===== src/rtl/cmul_pkg.sv =====
package cmul_pkg;

  // Number of set bits among the low n bits of v.
  function automatic int popcnt(input logic [63:0] v, input int n);
    int c;
    c = 0;
    for (int i = 0; i < n; i++) c += int'(v[i]);
    return c;
  endfunction

  // Inverted recoding is kept only when it needs strictly fewer adders.
  // Plain recoding needs w-1 adders; inverted recoding needs s-w+2.
  function automatic bit use_inv(input logic [63:0] coef, input int s);
    int w;
    w = popcnt(coef, s + 1);
    return (s - w + 2) < (w - 1);
  endfunction

  // Number of terms fed to the adder tree (at least one).
  function automatic int n_terms(input logic [63:0] coef, input int s);
    int w;
    w = popcnt(coef, s + 1);
    if (use_inv(coef, s)) return (s + 1 - w) + 2;
    return (w == 0) ? 1 : w;
  endfunction

  // Left shift applied to term k.
  function automatic int term_shift(input logic [63:0] coef, input int s, input int k);
    int seen;
    seen = 0;
    if (use_inv(coef, s)) begin
      if (k == 0) return s + 1;
      if (k == 1) return 0;
      for (int i = 0; i <= s; i++) begin
        if (!coef[i]) begin
          if (seen == k - 2) return i;
          seen++;
        end
      end
    end else begin
      for (int i = 0; i <= s; i++) begin
        if (coef[i]) begin
          if (seen == k) return i;
          seen++;
        end
      end
    end
    return 0;
  endfunction

  // Term k is subtracted rather than added.
  function automatic bit term_neg(input logic [63:0] coef, input int s, input int k);
    return use_inv(coef, s) && (k != 0);
  endfunction

  // The constant is zero: the single term is a literal zero.
  function automatic bit term_null(input logic [63:0] coef, input int s);
    return popcnt(coef, s + 1) == 0;
  endfunction

endpackage


===== src/rtl/cmul_terms.sv =====
module cmul_terms #(
  parameter int          IN_W = 8,
  parameter int          S    = 7,
  parameter logic [S:0]  COEF = '0,
  parameter int          NP   = 1,
  localparam int         PW   = IN_W + S + 1
) (
  input  logic signed [IN_W-1:0] a,
  output logic [NP*PW-1:0]       bus
);
  localparam int NT = cmul_pkg::n_terms(64'(COEF), S);

  logic signed [PW-1:0] ax;
  assign ax = PW'(a);

  for (genvar k = 0; k < NP; k++) begin : g_term
    if (k < NT && !cmul_pkg::term_null(64'(COEF), S)) begin : g_live
      localparam int SH  = cmul_pkg::term_shift(64'(COEF), S, k);
      localparam bit NEG = cmul_pkg::term_neg(64'(COEF), S, k);
      if (NEG) begin : g_sub
        assign bus[k*PW +: PW] = -(ax <<< SH);
      end else begin : g_add
        assign bus[k*PW +: PW] = ax <<< SH;
      end
    end else begin : g_pad
      assign bus[k*PW +: PW] = '0;
    end
  end
endmodule


===== src/rtl/cmul_tree.sv =====
module cmul_tree #(
  parameter int PW   = 16,
  parameter int L    = 0,
  parameter int NP   = 1,
  parameter bit PIPE = 1'b1
) (
  input  logic               clk,
  input  logic               rst_n,
  input  logic               adv,
  input  logic [NP*PW-1:0]   terms,
  output logic [PW-1:0]      sum
);
  for (genvar l = 1; l <= L; l++) begin : g_lvl
    localparam int NO = NP >> l;
    logic [2*NO*PW-1:0] prv;
    logic [NO*PW-1:0]   nxt;
    logic [NO*PW-1:0]   cur;

    if (l == 1) begin : g_first
      assign prv = terms;
    end else begin : g_inner
      assign prv = g_lvl[l-1].cur;
    end

    always_comb begin
      for (int j = 0; j < NO; j++)
        nxt[j*PW +: PW] = prv[(2*j)*PW +: PW] + prv[(2*j+1)*PW +: PW];
    end

    if (PIPE) begin : g_reg
      always_ff @(posedge clk) begin
        if (!rst_n)   cur <= '0;
        else if (adv) cur <= nxt;
      end
    end else begin : g_comb
      assign cur = nxt;
    end
  end

  if (L == 0) begin : g_flat
    assign sum = terms;
  end else begin : g_deep
    assign sum = g_lvl[L].cur;
  end
endmodule


===== src/rtl/cmul_flow.sv =====
module cmul_flow #(
  parameter int DEPTH = 1
) (
  input  logic clk,
  input  logic rst_n,
  input  logic in_valid,
  output logic in_ready,
  output logic out_valid,
  input  logic out_ready,
  output logic adv
);
  logic [DEPTH-1:0] vld;

  assign adv       = !vld[DEPTH-1] || out_ready;
  assign in_ready  = adv;
  assign out_valid = vld[DEPTH-1];

  if (DEPTH == 1) begin : g_one
    always_ff @(posedge clk) begin
      if (!rst_n)   vld <= '0;
      else if (adv) vld <= in_valid;
    end
  end else begin : g_many
    always_ff @(posedge clk) begin
      if (!rst_n)   vld <= '0;
      else if (adv) vld <= {vld[DEPTH-2:0], in_valid};
    end
  end

  // reset empties the pipeline
  a_r8_reset_clears: assert property (@(posedge clk) !rst_n |=> !out_valid);

  // a stalled output keeps its slot
  a_r6_hold_valid: assert property (@(posedge clk) disable iff (!rst_n)
    out_valid && !out_ready |=> out_valid);
endmodule


===== src/rtl/cmul_shiftadd.sv =====
module cmul_shiftadd #(
  parameter int          IN_W = 8,
  parameter int          S    = 7,
  parameter logic [S:0]  COEF = 8'hE9,
  parameter bit          PIPE = 1'b1,
  localparam int         PW   = IN_W + S + 1
) (
  input  logic                   clk,
  input  logic                   rst_n,
  input  logic                   in_valid,
  output logic                   in_ready,
  input  logic signed [IN_W-1:0] in_data,
  output logic                   out_valid,
  input  logic                   out_ready,
  output logic signed [PW-1:0]   out_data
);
  localparam int W   = cmul_pkg::popcnt(64'(COEF), S + 1);
  localparam int NT  = cmul_pkg::n_terms(64'(COEF), S);
  localparam int L   = (NT <= 1) ? 0 : $clog2(NT);
  localparam int NP  = 1 << L;
  localparam int LAT = (PIPE ? L : 0) + 1;

  logic              adv;
  logic [NP*PW-1:0]  terms;
  logic [PW-1:0]     tsum;

  cmul_flow #(.DEPTH(LAT)) u_flow (
    .clk(clk), .rst_n(rst_n), .in_valid(in_valid), .in_ready(in_ready),
    .out_valid(out_valid), .out_ready(out_ready), .adv(adv)
  );

  cmul_terms #(.IN_W(IN_W), .S(S), .COEF(COEF), .NP(NP)) u_terms (
    .a(in_data), .bus(terms)
  );

  cmul_tree #(.PW(PW), .L(L), .NP(NP), .PIPE(PIPE)) u_tree (
    .clk(clk), .rst_n(rst_n), .adv(adv), .terms(terms), .sum(tsum)
  );

  always_ff @(posedge clk) begin
    if (!rst_n)   out_data <= '0;
    else if (adv) out_data <= signed'(tsum);
  end

  // stalled product does not change
  a_r6_hold_data: assert property (@(posedge clk) disable iff (!rst_n)
    out_valid && !out_ready |=> $stable(out_data));

  // input is refused only while a product waits
  a_r7_ready_gate: assert property (@(posedge clk) disable iff (!rst_n)
    !in_ready |-> out_valid);

  if (W == 0) begin : g_chk_zero
    // zero constant gives zero product
    a_r3_zero_out: assert property (@(posedge clk) disable iff (!rst_n)
      out_valid |-> out_data == '0);
  end

  if (W == 1) begin : g_chk_shift
    localparam int K = cmul_pkg::term_shift(64'(COEF), S, 0);
    logic signed [PW-1:0] ext;
    assign ext = PW'(in_data);
    // single-bit constant is a pure shift, one cycle late
    a_r4_pure_shift: assert property (@(posedge clk) disable iff (!rst_n)
      out_valid && $past(in_valid && in_ready) |-> out_data == ($past(ext) <<< K));
  end
endmodule


===== config.mk =====
export PLATFORM = sky130hd
export DESIGN_NAME = cmul_shiftadd
export DESIGN_NICKNAME = d
export VERILOG_FILES = /design/src/rtl/cmul_pkg.sv /design/src/rtl/cmul_terms.sv /design/src/rtl/cmul_tree.sv /design/src/rtl/cmul_flow.sv /design/src/rtl/cmul_shiftadd.sv
export SDC_FILE = /design/constraint.sdc
export NUM_CORES = 1
export LEC_CHECK = 0
export ABC_AREA = 1
export BUFFER_PORTS_ARGS = -buffer_cell sky130_fd_sc_hd__buf_2
export CELL_PAD_IN_SITES_DETAIL_PLACEMENT = 2
export CELL_PAD_IN_SITES_GLOBAL_PLACEMENT = 2
export CORE_MARGIN = 8
export CORE_UTILIZATION = 37
export DETAILED_ROUTE_END_ITERATION = 16
export PLACE_DENSITY_LB_ADDON = 0.1
export SYNTH_ARGS = -nofsm -noshare
export SYNTH_HDL_FRONTEND = slang
export SYNTH_SLANG_ARGS = --single-unit

===== constraint.sdc =====
create_clock -name clk -period 3.2 [get_ports clk]
set_input_delay 0.48 -clock clk [delete_from_list [all_inputs] [get_ports clk]]
set_output_delay 0.48 -clock clk [all_outputs]
set_load 0.01 [all_outputs]

Word-level counts from Yosys, hierarchy flattened
Cells that the tools add are included.

word-level totals
  bits in registers = 100
  bits in latches = 0
  RAM bits = 0
  memory bits (read-only) = 0
  output and inout bits = 18
  memories kept = 0

cells by class
  add/sub/neg operators = 4
  $mul = 0
  div/mod/pow operators = 0
  $lt $le $gt $ge = 0
  equality and inequality tests = 0
  shifts and indexed selects = 0
  multiplexer cells = 0
  bitwise gates (word level) = 0
  reduce and logical (&&, ||, !) cells = 2

operators by type and width
  kind              number
  $add 16x16->16    2
  $add 13x14->15    1
  $add 8x11->12     1
  $logic_not 1->1   1
  $logic_or 1x1->1  1

Logic depth before layout (Yosys ltp)
  depth after elaboration = 2
  depth in mapped cells = 10

Modules after synthesis
Synthesis repeated with hierarchy kept, for this count alone.

unflattened totals
  cell total of the unflattened synthesis = 2115
  area, all modules = 12584.6 sq um

by module, submodules not included
  module         times used  cells an instance  area an instance (sq um)
  cmul_tree      1           1860               10772.8
  cmul_terms     1           129                964.7
  cmul_shiftadd  1           101                674.4
  cmul_flow      1           25                 172.7

Least setup slack after synthesis
OpenSTA, ideal clock, no wires.

  path kind = input to register
  from = in in_data[0]
  to = reg u_tree.g_lvl[1].cur[9]
  arrival = 1.542 ns
  data required time = 3.083 ns
  path slack = 1.540 ns
  stages on the path = 9
  path buffers = 0
  cell sequence = ha_1 -> inv_1 -> fa_1 -> o21ai_1 -> nand3_1 -> nand3_1 -> nand2_1 -> nor2_1 -> nor2_1

between the ends
  cells in the longest elaborated chain, start to end = 1

RTL lines
  item                  RTL line             text
  from (decl)           cmul_shiftadd.sv:12  input logic signed [IN_W-1:0] in_data,
  $add 8x11->12         cmul_tree.sv:27      nxt[j*PW +: PW] = prv[(2*j)*PW +: PW] + prv[(2*j+1)*PW +: PW];
  to (signal assigned)  cmul_tree.sv:33      else if (adv) cur <= nxt;
  to (decl)             cmul_tree.sv:17      logic [NO*PW-1:0] cur;

Every way passes these cells.
A chain may end at the register's enable or synchronous reset.

Worst setup path after layout
  from = reg u_flow.vld[3]
  to = out in_ready

between the ends
  cells in the longest elaborated chain, start to end = 2

RTL lines
  item                    RTL line             text
  from (decl)             cmul_flow.sv:12      logic [DEPTH-1:0] vld;
  from (signal assigned)  cmul_flow.sv:26      else if (adv) vld <= {vld[DEPTH-2:0], in_valid};
  $logic_not 1->1         cmul_flow.sv:14      assign adv = !vld[DEPTH-1] || out_ready;
  $logic_or 1x1->1        cmul_flow.sv:14
  to (decl)               cmul_shiftadd.sv:11  output logic in_ready,

Every way passes these cells.

==> results.py <==
metrics = {
    "pwr": {
        "vdd_drop_max_uv": 355,
        "comb_power_share": 0.203,
        "sw_frac_of_total": 0.310,
        "netSwitchingPower_mw": 0.734,
        "power.share.sequential": 0.484,
        "p_leak_nw": 2.30,
        "internal_power_mw": 1.63,
        "power_mw": 2.37,
        "pwr-share-clk": 0.312,
        "cellPowerDensity_mw_per_mm2": 522,
    },
    "sta": {
        "worst-slew-pin-transition_ns": 0.882,
        "setup_total_negative_slack_ns": 0,
        "period_minus_slack_ns": 2.00,
        "max_slew_margin": 0.412,
        "setup_viol": 0,
        "post-route-worst-setup-slack_ns": 1.20,
        "endpoints_failing_hold": 0,
        "timing.final.crit_share": 0.625,
        "max_freq_ghz": 0.500,
        "final.hold.worst_slack_ns": 0.373,
        "slew_viol_final": 0,
        "clock_skew_ns": 0.00984,
        "grt_setup_unrepaired": "no",
    },
    "clocking": {
        "clock_sink_count": 80,
        "worstSkewPairLatency_ns": 0.36,
        "ctsResizeCount": 0,
        "clock-root-buffer": "clkbuf_8",
        "cts_buffers": 9,
        "htree_num_levels": 3,
        "maximum_clock_insertion_buffer_count": 2,
        "post_cts_hold_buffer_count": 0,
        "clk_pin_slew_ns": 0.09,
        "cts_tree": "done",
        "cts_setup_buffers": 0,
    },
    "route": {
        "vias": 3732,
        "ant_nets": 0,
        "detail_route.first_pass.iterations": 4,
        "finalWirelength_mm": 11.4,
        "drt_first_iter_violations": 114,
        "wl_per_cell_um": 15.5,
        "via_per_inst": 5.06,
        "remaining_drc_errors": 0,
    },
    "floorplanning": {
        "floorplan.core_area_mm2": 0.0108,
        "die_width_um": 121,
        "placementRows": 38,
        "initial_utilization": 0.379,
        "number_of_primary_i_o_pins": 30,
        "die_area_mm2": 0.0147,
        "chipHeight_um": 121,
    },
    "flow_run": {
        "cap_viol_max_count": 0,
    },
    "synth": {
        "synth.distinct_cells": 28,
        "mappedNetlistNets": 618,
        "syn_area_per_cell_um2": 7.18,
        "yosysSeqAreaShare": 0.390,
        "synth.ff_latch_count": 80,
        "syn_std_cell_area_mm2": 0.00411,
        "synth_cells": 572,
        "synthesis.yosys.warnings": 0,
    },
    "setup_path": {
        "slowest_cell_on_the_critical_path": "buf_4",
        "worst-path-max-fanout": 36,
        "critical_path.startpoint_type": "flip-flop",
        "worst-path-buf-inv": 2,
        "cpLargestDelayFamily": "buffers and inverters",
        "timing.critical_path.arrival_ns": 1.52,
        "worst_ep_required_time_ns": 2.72,
        "critPathCaptureType": "output pin",
        "list_of_cells_traversed_by_the_critical_path": "nand2_4 -> buf_4 -> buf_2",
        "critPathMaxStageDelay_ns": 0.37,
        "worst-setup-path-type": "reg -> out",
    },
    "grt": {
        "grt_pass1_wl_mm": 19.2,
        "largest_net_degree_at_the_start_of_global_routing": 55,
        "grt_pass1_vias": 4039,
        "grt_antenna_before_repair": 0,
        "global_route.usage.total": 0.163,
        "grt_remaining_overflow": 0,
    },
    "layout": {
        "ant_diodes": 0,
        "area.growth.synth_to_final_pct": 10.5,
        "layout.area.seq_mm2": 0.00160,
        "total_area_of_multi_input_combinational_cells_mm2": 0.00213,
        "drive_gt1_frac": 0.0871,
        "fillers": 1308,
        "final_cells": 737,
        "fin_nets": 639,
    },
    "placement": {
        "post-place-ws_ns": 1.19,
        "buffer_ports.inserted": 29,
        "dp_hpwl_mm": 8.33,
        "globalplace.congestion": 0.783,
        "placed_cells_incl_taps": 722,
    },
    "hold_path": {
        "hold_path_class": "in -> reg",
    },
    "outcome": {
        "outcome": "finished, final reports clean",
    },
}
worst reg2reg max path, cell delays in order (launching register included):
cell and delay (ns):
dfxtp_1 0.34, ha_1 0.25, fa_1 0.41, nand2_1 0.09, nand2_1 0.10, nand2_1 0.09
xor2_1 0.18, nand2_1 0.07, nand3_1 0.08, inv_1 0.05
placed cells by master (no fill, tap or decap), types with 2 or more instances in the layout:
master and instances:
buf_4 6, nand3b_1 4, xor2_1 10, a21oi_1 25, ha_1 30, nand2_1 88, dfxtp_1 80, clkbuf_8 9
inv_2 2, buf_2 29, inv_1 64, xnor2_1 2, o21ai_0 74, clkinvlp_4 2, o21ai_1 2, nand3_1 32
or2_1 7, nor2_1 110, fa_1 4, or2_0 5
sequential cells by signal, indices dropped and copies added (netlist names):
register,cells
u_tree.g_lvl.cur,44
out_data,16
u_tree.sum,16
u_flow.vld,4
final timing paths:
check / cells after the start / endpoint / start / slack (ns)
worst max-delay path: 3 / in_ready / u_flow.vld[3] / 1.20
worst min-delay path: 3 / u_flow.vld[0] / in_valid / 0.37
worst max register to register: 9 / u_tree.g_lvl[2].cur[9] / u_tree.g_lvl[1].cur[39] / 1.44
worst min register to register: 2 / u_flow.vld[2] / u_flow.vld[2] / 0.47
cells in the mapped netlist, drive strengths merged:
| master | number | area (µm²) |
|---|---|---|
| or2 | 12 | 75.1 |
| nor3 | 1 | 5.00 |
| a21boi | 1 | 7.51 |
| nor2 | 110 | 413 |
| dfxtp | 80 | 1600 |
| nand3 | 32 | 160 |
| o21ai | 76 | 380 |
| xor2 | 10 | 87.6 |
| inv | 66 | 248 |
| a21oi | 25 | 125 |
| fa | 4 | 80.1 |
| buf | 13 | 76.3 |
| o21bai | 1 | 7.51 |
| o211ai | 1 | 7.51 |
| nand3b | 4 | 30.0 |
| clkbuf | 12 | 45.0 |
| a31oi | 1 | 6.26 |
| o21a | 1 | 7.51 |
| ha | 30 | 375 |
| a211oi | 1 | 7.51 |
| nand2 | 89 | 342 |
| xnor2 | 2 | 17.5 |
cell families (layout without fill, tap and decap cells):
group | after synthesis | in the layout | share of synthesized area
AO/OA/AOI/OAI | 107 | 107 | 0.134
XOR/XNOR | 12 | 12 | 0.0256
adder cells (fa/ha/maj) | 34 | 34 | 0.111
buffers and inverters | 91 | 116 | 0.0899
flip-flops | 80 | 80 | 0.390
AND/OR/NAND/NOR | 248 | 248 | 0.250
power by group through the flow:
stage	combinational, mW	clock (mW)	sequential [mW]
after floorplan	0.348	0	1.16
after global placement	0.462	0	1.17
after detailed placement	0.487	0	1.17
after CTS	0.495	0.776	1.15
after global routing	0.557	0.810	1.16
final	0.482	0.740	1.15
layer usage:
metal  share of wire  GRT usage  vias to the layer above  routed length (µm)
met5               0          0                        -                   0
met4           0.013     0.0578                        0                 144
met3           0.016     0.0256                       11                 183
met2            0.50      0.281                       33                5720
met1            0.47      0.200                     1828                5400
li1                -          -                     1860                   -
stage by stage:
step	utilization	cell area, µm²
after floorplan	-	4110
after global placement	0.401	4350
after detailed placement	0.401	4350
after CTS	0.418	4540
after global routing	0.418	4540
final	0.418	4540
area by class of cell:
type,count,share of cell area
inverters,66,0.0546
multi-input cells,401,0.471
flip-flops and latches,80,0.353
clock buffers,10,0.0281
clock inverters,5,0.0130
repair buffers,35,0.0419
well taps,140,0.0386
Note: power is estimated with default switching activity, not from simulation.
